$ cat src/rtl/uart_rx_active.sv
module uart_rx_active #(
  parameter int OSR = 16,
  parameter int DW  = 8
) (
  input  logic          clk,
  input  logic          rst_n,
  input  logic          os_tick,
  input  logic          rxd,
  input  logic          nine_bit,
  input  logic          data_rd,
  output logic [DW-1:0] rx_data,
  output logic          rx_bit9,
  output logic          data_full,
  output logic          frame_err,
  output logic          overrun,
  output logic          line_idle,
  output logic          rx_active
);
  localparam int CW    = $clog2(OSR);
  localparam int HALF  = OSR / 2 - 1;
  localparam int IDL8  = OSR * (DW + 2);
  localparam int IDL9  = OSR * (DW + 3);
  localparam int IW    = $clog2(IDL9 + 1);
  localparam int BW    = $clog2(DW + 2);

  typedef enum logic [1:0] {S_WAIT, S_START, S_DATA, S_STOP} st_t;

  st_t           st;
  logic [CW-1:0] tcnt;
  logic [BW-1:0] bcnt;
  logic [DW:0]   sh;
  logic [IW-1:0] icnt;

  wire [BW-1:0] last_bit   = nine_bit ? BW'(DW) : BW'(DW - 1);
  wire [IW-1:0] idle_lim   = nine_bit ? IW'(IDL9) : IW'(IDL8);
  wire          mid_start  = os_tick && st == S_START && tcnt == CW'(HALF);
  wire          frame_done = os_tick && st == S_STOP && tcnt == CW'(OSR - 1);
  wire          accept     = frame_done && (!data_full || data_rd);
  wire          start_seen = os_tick && st == S_WAIT && !rxd;
  wire          idle_hit   = os_tick && rxd && icnt == idle_lim - IW'(1);

  assign line_idle = icnt >= idle_lim;

  always_ff @(posedge clk or negedge rst_n) begin
    if (!rst_n) begin
      st   <= S_WAIT;
      tcnt <= '0;
      bcnt <= '0;
      sh   <= '0;
    end else if (os_tick) begin
      case (st)
        S_WAIT: if (!rxd) begin
          st   <= S_START;
          tcnt <= '0;
        end
        S_START: if (tcnt == CW'(HALF)) begin
          tcnt <= '0;
          bcnt <= '0;
          st   <= rxd ? S_WAIT : S_DATA;
        end else tcnt <= tcnt + 1'b1;
        S_DATA: if (tcnt == CW'(OSR - 1)) begin
          tcnt <= '0;
          sh   <= {rxd, sh[DW:1]};
          if (bcnt == last_bit) st <= S_STOP;
          else bcnt <= bcnt + 1'b1;
        end else tcnt <= tcnt + 1'b1;
        S_STOP: if (tcnt == CW'(OSR - 1)) st <= S_WAIT;
                else tcnt <= tcnt + 1'b1;
        default: st <= S_WAIT;
      endcase
    end
  end

  always_ff @(posedge clk or negedge rst_n) begin
    if (!rst_n) begin
      rx_data   <= '0;
      rx_bit9   <= 1'b0;
      data_full <= 1'b0;
      frame_err <= 1'b0;
      overrun   <= 1'b0;
    end else begin
      if (accept) begin
        rx_data   <= nine_bit ? sh[DW-1:0] : sh[DW:1];
        rx_bit9   <= nine_bit & sh[DW];
        frame_err <= !rxd;
        data_full <= 1'b1;
      end else if (data_rd) data_full <= 1'b0;
      if (frame_done && data_full && !data_rd) overrun <= 1'b1;
      else if (data_rd) overrun <= 1'b0;
    end
  end

  always_ff @(posedge clk or negedge rst_n) begin
    if (!rst_n) begin
      icnt      <= '0;
      rx_active <= 1'b0;
    end else begin
      if (os_tick) begin
        if (!rxd) icnt <= '0;
        else if (icnt < idle_lim) icnt <= icnt + 1'b1;
      end
      if (start_seen) rx_active <= 1'b1;
      else if ((mid_start && rxd) || idle_hit) rx_active <= 1'b0;
    end
  end

  a_r2_active_from_low: assert property (@(posedge clk) disable iff (!rst_n)
    $rose(rx_active) |-> $past(os_tick && !rxd));
  a_r4_no_bit9_in_8bit: assert property (@(posedge clk) disable iff (!rst_n)
    (accept && !nine_bit) |=> !rx_bit9);
  a_r6_read_clears: assert property (@(posedge clk) disable iff (!rst_n)
    (data_rd && !frame_done) |=> !data_full && !overrun);
  a_r7_overrun_holds: assert property (@(posedge clk) disable iff (!rst_n)
    (frame_done && data_full && !data_rd) |=> overrun && data_full && $stable(rx_data));
  a_r8_read_and_load: assert property (@(posedge clk) disable iff (!rst_n)
    (frame_done && data_rd) |=> data_full && !overrun);
  a_r9_idle_not_active: assert property (@(posedge clk) disable iff (!rst_n)
    line_idle |-> !rx_active);
endmodule

$ cat config.mk
export PLATFORM = sky130hd
export DESIGN_NAME = uart_rx_active
export DESIGN_NICKNAME = d
export VERILOG_FILES = /design/src/rtl/uart_rx_active.sv
export SDC_FILE = /design/constraint.sdc
export NUM_CORES = 1
export LEC_CHECK = 0
export ABC_AREA = 1
export BUFFER_PORTS_ARGS = -buffer_cell sky130_fd_sc_hd__buf_2
export CAP_MARGIN = 20
export CORE_UTILIZATION = 61
export CTS_BUF_LIST = sky130_fd_sc_hd__clkbuf_2 sky130_fd_sc_hd__clkbuf_4 sky130_fd_sc_hd__clkbuf_8
export DETAILED_ROUTE_END_ITERATION = 10
export GPL_ROUTABILITY_DRIVEN = 0
export PLACE_DENSITY_LB_ADDON = 0.3
export SYNTH_ARGS = -nofsm -noshare
export SYNTH_HDL_FRONTEND = slang
export SYNTH_SLANG_ARGS = --single-unit
$ cat constraint.sdc
create_clock -name clk -period 1.6 [get_ports clk]
set_input_delay 0.48 -clock clk [delete_from_list [all_inputs] [get_ports clk]]
set_output_delay 0.48 -clock clk [all_outputs]
set_load 0.005 [all_outputs]
==> impl_metrics.py, run 1 <==
metrics = {
    "setup_path": {
        "criticalPathCategory": "flop to primary output",
        "setup.worst_path.start_class": "flop",
        "worst-path-max-fanout": 2,
        "worst_r2r_startpoint": "tcnt[0]",
        "timing.critical_path.arrival_ns": 1.48,
        "worst-r2r-setup-slack_ns": 0.11,
        "timing.reg2reg.worst_path_depth": 8,
        "crit-reg2reg-capture": "st[0]",
        "worstSetupEndpointType": "primary output",
        "cp.required_ns": 1.12,
    },
    "floorplanning": {
        "die_span_in_x_um": 61.52,
        "rows": 21,
        "floorplan.initialDensity_pct": 64.25,
        "die_height_um": 61.52,
        "core_sq_um": 3363,
        "ios": 20,
        "die_area_sq_um": 3784,
    },
    "finish": {
        "antenna_cells_inserted": 0,
        "nets": 344,
        "final_layout_size_suffix_gt1_share_pct": 21.86,
        "fillCellCount": 248,
        "core_occupancy_in_the_finished_layout_pct": 76.64,
        "area_growth_syn_to_layout_pct": 19.28,
        "post_layout_nonfiller_instances": 380,
    },
    "sta": {
        "worst_slack_ns": -0.3572,
        "achievable-frequency_mhz": 510.9,
        "finalCritPeriodShare_pct": 122.3,
        "worst-slew-pin-transition_ns": 0.3684,
        "relSlewSlack_pct": 75.44,
        "final-max-slew-violation-count": 0,
        "fin_worst_hold_slack_ns": 0.01919,
        "setup_viol": 1,
        "setup_repair_after_global_routing_missed_its_margin": "yes",
        "report.final.hold_viol_count": 0,
        "finClkSkew_ns": 0.009930,
        "post-route-min-period_ns": 1.957,
    },
    "worst_hold_path": {
        "worstHoldPathType": "input port to asynchronous set/reset pin",
    },
    "placed_design": {
        "place.detailed.hpwl_um": 3284,
        "io_buffers": 19,
        "placed_cells": 368,
    },
    "logic_synthesis": {
        "synth_most_common_cell": "sky130_fd_sc_hd__nand2_1",
        "synth_warnings": 0,
        "synth_edf_count": 0,
        "synthArstFlopShare_pct": 100.0,
        "ys_seq_area_share_pct": 46.32,
        "postSynthAreaPerCell_sq_um": 7.451,
        "postSynthNetCount": 301,
        "top_cells_by_area_synth": "sky130_fd_sc_hd__dfrtp_1 46%, sky130_fd_sc_hd__nand2_1 16%, sky130_fd_sc_hd__inv_1 6.8%",
        "synth.cell_area_sq_um": 2161,
        "synth_cells": 290,
        "post-synth-top-area-cell": "sky130_fd_sc_hd__dfrtp_1",
        "yosysTopAreaCellShare_pct": 46.32,
        "dominantRegCellSynth": "sky130_fd_sc_hd__dfrtp_1",
        "synthDistinctLibCells": 26,
        "ys_seq_elements": 40,
        "synth_commonest_cells": "93 x sky130_fd_sc_hd__nand2_1, 40 x sky130_fd_sc_hd__dfrtp_1, 39 x sky130_fd_sc_hd__inv_1",
    },
    "status": {
        "outcome": "finished with violations",
        "failed_checks": "negative setup slack",
    },
    "clock_network": {
        "cts-htree-levels": 2,
        "ctsRootBufferMaster": "sky130_fd_sc_hd__clkbuf_4",
        "tritoncts_num_sinks": 40,
        "cts.hold.buffers_added": 0,
        "clk_latency_ns": 0.35,
        "clock_tree.buffer_depth": 2,
        "numCtsBuffers": 5,
        "path_clk_slew_ns": 0.13,
        "cts_tree": "built",
    },
    "route": {
        "vias_per_cell": 5.184,
        "ant_nets": 0,
        "drc_errors": 0,
        "drt_pre_antenna_iters": 4,
        "drt_iter0_drc": 138,
        "postRouteWirelength_um": 4479,
        "vias": 1970,
        "route.detailed.wl_per_inst_um": 11.79,
    },
    "grt": {
        "antenna_found_initial": 0,
        "grt_pass1_vias": 1772,
        "pin_count_of_the_biggest_net_entering_global_routing": 28,
        "groute.usage.overall_pct": 26.96,
        "grt_overflow": 0,
        "grt_first_pass_wirelength_um": 7396,
    },
    "run": {
        "max_cap_viol_count": 0,
    },
    "power": {
        "peakVddDrop_uv": 658.5,
        "power_density_nw_per_um2": 984.8,
        "cellLeakagePower_nw": 1.350,
    },
}
## cells by family (layout without fill, tap and decap cells)
family                     after synthesis  in the layout  synth area share [%]
and+or+nand+nor                        155            155                 30.40
buffers and inverters                   48             92                 9.265
DFF                                     40             40                 46.32
AOI/OAI and AO/OA                       39             39                 9.902
adders and majority gates                5              5                 2.895
xor gates and xnor gates                 3              3                 1.216
## worst max-delay path: stages (launching register included)
cell	delay, ns
sky130_fd_sc_hd__dfrtp_1	0.37
sky130_fd_sc_hd__inv_2	0.06
sky130_fd_sc_hd__ha_4	0.26
sky130_fd_sc_hd__nand3_2	0.06
sky130_fd_sc_hd__o41ai_2	0.21
sky130_fd_sc_hd__buf_2	0.17
## sequential cells by signal, indices dropped and copies added (netlist names), named ones only
signal	cells
overrun	1
rx_data	8
sh	9
frame_err	1
bcnt	4
rx_bit9	1
rx_active	1
data_full	1
icnt	8
tcnt	4
st	1
## area by class of cell
cell class / instances / area [sq um] / area share, %
Tap cell: 46 / 57.56 / 2.233
Sequential cell: 40 / 1001 / 38.83
Clock inverter: 2 / 15.01 / 0.5825
Clock buffer: 6 / 51.30 / 1.990
Multi-Input combinational cell: 202 / 1012 / 39.27
Timing Repair Buffer: 42 / 280.3 / 10.87
Inverter: 42 / 160.2 / 6.214
## routing by layer
| layer | global-route usage (%) | routed length (um) |
|---|---|---|
| met2 | 43.78 | 2191 |
| met5 | 0 | 0 |
| met4 | 12.38 | 112 |
| met1 | 34.24 | 1930 |
| met3 | 6.303 | 244 |
## power by group
group | switching [W] | total [W] | internal, W | leakage [nW]
logic | 0.000447 | 0.000729 | 0.000282 | 0.807
clock network | 0.000343 | 0.000556 | 0.000213 | 0.0305
registers | 0.000109 | 0.00125 | 0.00114 | 0.512
## worst max path at each step
stage	end	cells past startpoint	slack [ns]	from
3_3_place_gp	line_idle	5	-0.20	nine_bit
5_1_grt	line_idle	5	-0.42	icnt[4]
2_1_floorplan	line_idle	3	0.006	nine_bit
4_1_cts	line_idle	5	-0.40	icnt[4]
6_report	line_idle	5	-0.36	icnt[4]
3_5_place_dp	line_idle	5	-0.21	nine_bit
## cell usage in the layout, fill, tap and decap left out, types with 2 or more instances in the layout
cell and instances:
sky130_fd_sc_hd__nor2_1 22, sky130_fd_sc_hd__clkinvlp_4 2, sky130_fd_sc_hd__inv_1 36, sky130_fd_sc_hd__nand4_1 2
sky130_fd_sc_hd__buf_4 22, sky130_fd_sc_hd__nand2_2 3, sky130_fd_sc_hd__clkbuf_4 5, sky130_fd_sc_hd__ha_1 3
sky130_fd_sc_hd__nand3_2 2, sky130_fd_sc_hd__inv_2 5, sky130_fd_sc_hd__dfrtp_1 40, sky130_fd_sc_hd__xor2_1 2
sky130_fd_sc_hd__nor3_1 2, sky130_fd_sc_hd__nand2_1 91, sky130_fd_sc_hd__o21ai_0 28, sky130_fd_sc_hd__a21oi_1 5
sky130_fd_sc_hd__nand3_1 26, sky130_fd_sc_hd__buf_2 19, sky130_fd_sc_hd__nor2_2 3, sky130_fd_sc_hd__o21ai_2 2
## through the flow
stage	total power [W]	TNS [ns]	instance area (sq um)	worst slack (ns)
3_3_place_gp	0.001934	-0.4723	2426	-0.1958
3_5_place_dp	0.001964	-0.7543	2426	-0.2074
6_report	0.002538	-0.3572	2577	-0.3572
5_1_grt	0.002725	-0.4507	2577	-0.4218
4_1_cts	0.002526	-0.3953	2537	-0.3953
2_1_floorplan	0.001713	0	2161	0.005952
## repair_timing
action | 4_1_cts | 5_1_grt
gates resized for setup | 5 | 9
pin swaps | 3 | 4
buffers inserted | 2 | 2
endpoints found under the setup margin | 4 | 14
Note: power is estimated with default switching activity, not from simulation.
==> run 2, diff against run 1 <==
--- a/config.mk
+++ b/config.mk
@@ -14,4 +14,5 @@
 export GPL_ROUTABILITY_DRIVEN = 0
 export PLACE_DENSITY_LB_ADDON = 0.3
+export SETUP_SLACK_MARGIN = 0.02
 export SYNTH_ARGS = -nofsm -noshare
 export SYNTH_HDL_FRONTEND = slang
==> constraint.sdc (replaced) <==
create_clock -name clk -period 1.6 [get_ports clk]
set_input_delay 0.32 -clock clk [delete_from_list [all_inputs] [get_ports clk]]
set_output_delay 0.32 -clock clk [all_outputs]
set_load 0.005 [all_outputs]
==> impl_metrics.py, run 2 (same netlist as run 1, synthesis figures left out) <==
metrics = {
    "finish": {
        "antenna_cells_inserted": 0,
        "largest_register": "sh",
        "stdcell_area_sq_um": 2454,
        "nets": 330,
        "max_ffs_per_register": 9,
        "fillCellCount": 277,
        "layout_top_registers": "sh x9, icnt x8, rx_data x8",
        "multi_input_comb_area_sq_um": 1022,
        "post_layout_nonfiller_instances": 365,
        "most_common_cell_after_layout_fill_and_taps_aside": "sky130_fd_sc_hd__nand2_1",
        "area_growth_syn_to_layout_pct": 13.55,
        "layout.cells.most_common_list": "90 x sky130_fd_sc_hd__nand2_1, 40 x sky130_fd_sc_hd__dfrtp_1, 38 x sky130_fd_sc_hd__inv_1, 28 x sky130_fd_sc_hd__o21ai_0, 26 x sky130_fd_sc_hd__nand3_1",
        "seqCellArea_sq_um": 1001,
        "final_layout_size_suffix_gt1_share_pct": 18.18,
    },
    "setup_path": {
        "timing.critical_path.arrival_ns": 1.48,
        "cp.required_ns": 1.28,
        "timing.reg2reg.worst_path_depth": 8,
        "worst_r2r_startpoint": "tcnt[0]",
        "worst-r2r-setup-slack_ns": 0.12,
        "crit-reg2reg-capture": "st[0]",
        "worstSetupEndpointType": "primary output",
        "cp-startpoint": "icnt[4]",
        "worst-path-max-fanout": 2,
        "setup.worst_path.start_class": "flop",
        "criticalPathCategory": "flop to primary output",
    },
    "route": {
        "ant_nets": 0,
        "route.detailed.wl_per_inst_um": 12.20,
        "drt_pre_antenna_iters": 4,
        "drt_iter0_drc": 145,
        "postRouteWirelength_um": 4454,
        "vias_per_cell": 5.260,
        "drc_errors": 0,
        "vias": 1920,
    },
    "sta": {
        "timing.setup.tns_ns": -0.1975,
        "fin_worst_hold_slack_ns": -0.005918,
        "achievable-frequency_mhz": 556.3,
        "worst_slack_ns": -0.1975,
        "setup_viol": 1,
        "finClkSkew_ns": 0.01349,
        "final-max-slew-violation-count": 0,
        "worst-slew-pin-transition_ns": 0.4939,
        "post-route-min-period_ns": 1.797,
        "report.final.hold_viol_count": 10,
        "relSlewSlack_pct": 67.08,
        "setup_repair_after_global_routing_missed_its_margin": "yes",
        "finalCritPeriodShare_pct": 112.3,
    },
    "power": {
        "total_power_w": 0.002445,
        "peakVddDrop_uv": 655.9,
        "power_density_nw_per_um2": 996.3,
        "cellLeakagePower_nw": 1.292,
    },
    "clock_network": {
        "cts_tree": "built",
        "cts-htree-levels": 2,
        "clock_tree.buffer_depth": 2,
        "tritoncts_num_sinks": 40,
        "clk_latency_ns": 0.36,
        "ctsRootBufferMaster": "sky130_fd_sc_hd__clkbuf_4",
        "numCtsBuffers": 5,
        "path_clk_slew_ns": 0.12,
    },
    "floorplanning": {
        "die_height_um": 61.52,
        "floorplan.initialDensity_pct": 64.25,
        "rows": 21,
        "core_sq_um": 3363,
        "ios": 20,
        "die_area_sq_um": 3784,
        "die_span_in_x_um": 61.52,
    },
    "grt": {
        "groute.usage.overall_pct": 26.95,
        "antenna_found_initial": 0,
        "grt_pass1_vias": 1771,
        "pin_count_of_the_biggest_net_entering_global_routing": 41,
        "grt_overflow": 0,
        "grt_first_pass_wirelength_um": 7383,
    },
    "status": {
        "outcome": "finished with violations",
        "failed_checks": "negative hold slack, negative setup slack",
    },
    "placed_design": {
        "place.detailed.hpwl_um": 3085,
        "placed_cells": 357,
        "place_area_sq_um": 2331,
        "io_buffers": 19,
    },
    "run": {
        "max_cap_viol_count": 0,
    },
    "worst_hold_path": {
        "worstHoldPathType": "input port to asynchronous set/reset pin",
    },
}
[run 2: changes by cell type in the layout (fill, tap and decap cells not counted)]
| cell | delta |
|---|---|
| sky130_fd_sc_hd__buf_4 | -13 |
| sky130_fd_sc_hd__clkinvlp_4 | -2 |
| sky130_fd_sc_hd__inv_1 | +2 |
| sky130_fd_sc_hd__inv_2 | -2 |
| sky130_fd_sc_hd__buf_12 | -1 |
| sky130_fd_sc_hd__clkbuf_4 | +1 |
| sky130_fd_sc_hd__clkbuf_8 | -1 |
| sky130_fd_sc_hd__clkinv_2 | +1 |
| sky130_fd_sc_hd__nand2_1 | -1 |
| sky130_fd_sc_hd__nand2_4 | +1 |
| sky130_fd_sc_hd__nor2_1 | -1 |
| sky130_fd_sc_hd__nor2_2 | +1 |
[run 2: power breakdown]
part | internal, W | switching, W | total, W | leakage (nW)
clock network | 0.000179 | 0.000325 | 0.000504 | 0.0315
registers | 0.00114 | 0.000116 | 0.00126 | 0.512
logic | 0.000243 | 0.000438 | 0.000681 | 0.748
total | 0.00157 | 0.000878 | 0.00244 | 1.29
[run 2: repair_timing]
action,CTS,global route
hold buffers,0,0
gates resized for setup,5,10
pin swaps,0,2
buffers inserted,1,0
setup endpoints to repair,1,20
[run 2: stage by stage]
stage / setup WS [ns] / utilization (%) / hold WS [ns]
after floorplan: 0.1846 / - / 0.02441
after global placement: 0.1136 / 69.31 / 0.4017
after detailed placement: 0.04537 / 69.31 / 0.4055
after CTS: -0.2066 / 71.84 / 0.01022
after global routing: -0.2971 / 72.95 / 0.02236
final: -0.1975 / 72.95 / -0.005918
[run 2: how the worst max path moves through the flow]
stage | endpoint | slack (ns) | depth (start not counted)
floorplan | line_idle | 0.18 | 4
global placement | line_idle | 0.11 | 5
detailed placement | icnt[7] | 0.05 | 8
CTS | line_idle | -0.21 | 5
global route | line_idle | -0.30 | 5
finish | line_idle | -0.20 | 5
[run 2: critical path, cell delays in order (launching register included)]
cell and delay (ns):
sky130_fd_sc_hd__dfrtp_1 0.39, sky130_fd_sc_hd__inv_2 0.06, sky130_fd_sc_hd__ha_4 0.27, sky130_fd_sc_hd__nand3_2 0.07, sky130_fd_sc_hd__o41ai_2 0.18, sky130_fd_sc_hd__buf_2 0.15
[run 2: layer usage]
layer / vias up / routed length [um] / global-route usage, %
li1: 972 / - / -
met1: 884 / 1970 / 33.56
met2: 53 / 2163 / 43.47
met3: 11 / 229 / 7.983
met4: 0 / 91 / 11.75
met5: - / 0 / 0
[run 2: cell type report]
cell class | instances | area share (%)
multi-input cells | 202 | 41.66
flip-flops and latches | 40 | 40.80
repair buffers | 28 | 6.629
inverters | 42 | 6.527
well taps | 46 | 2.346
clock buffers | 6 | 1.836
clock inverters | 1 | 0.2040
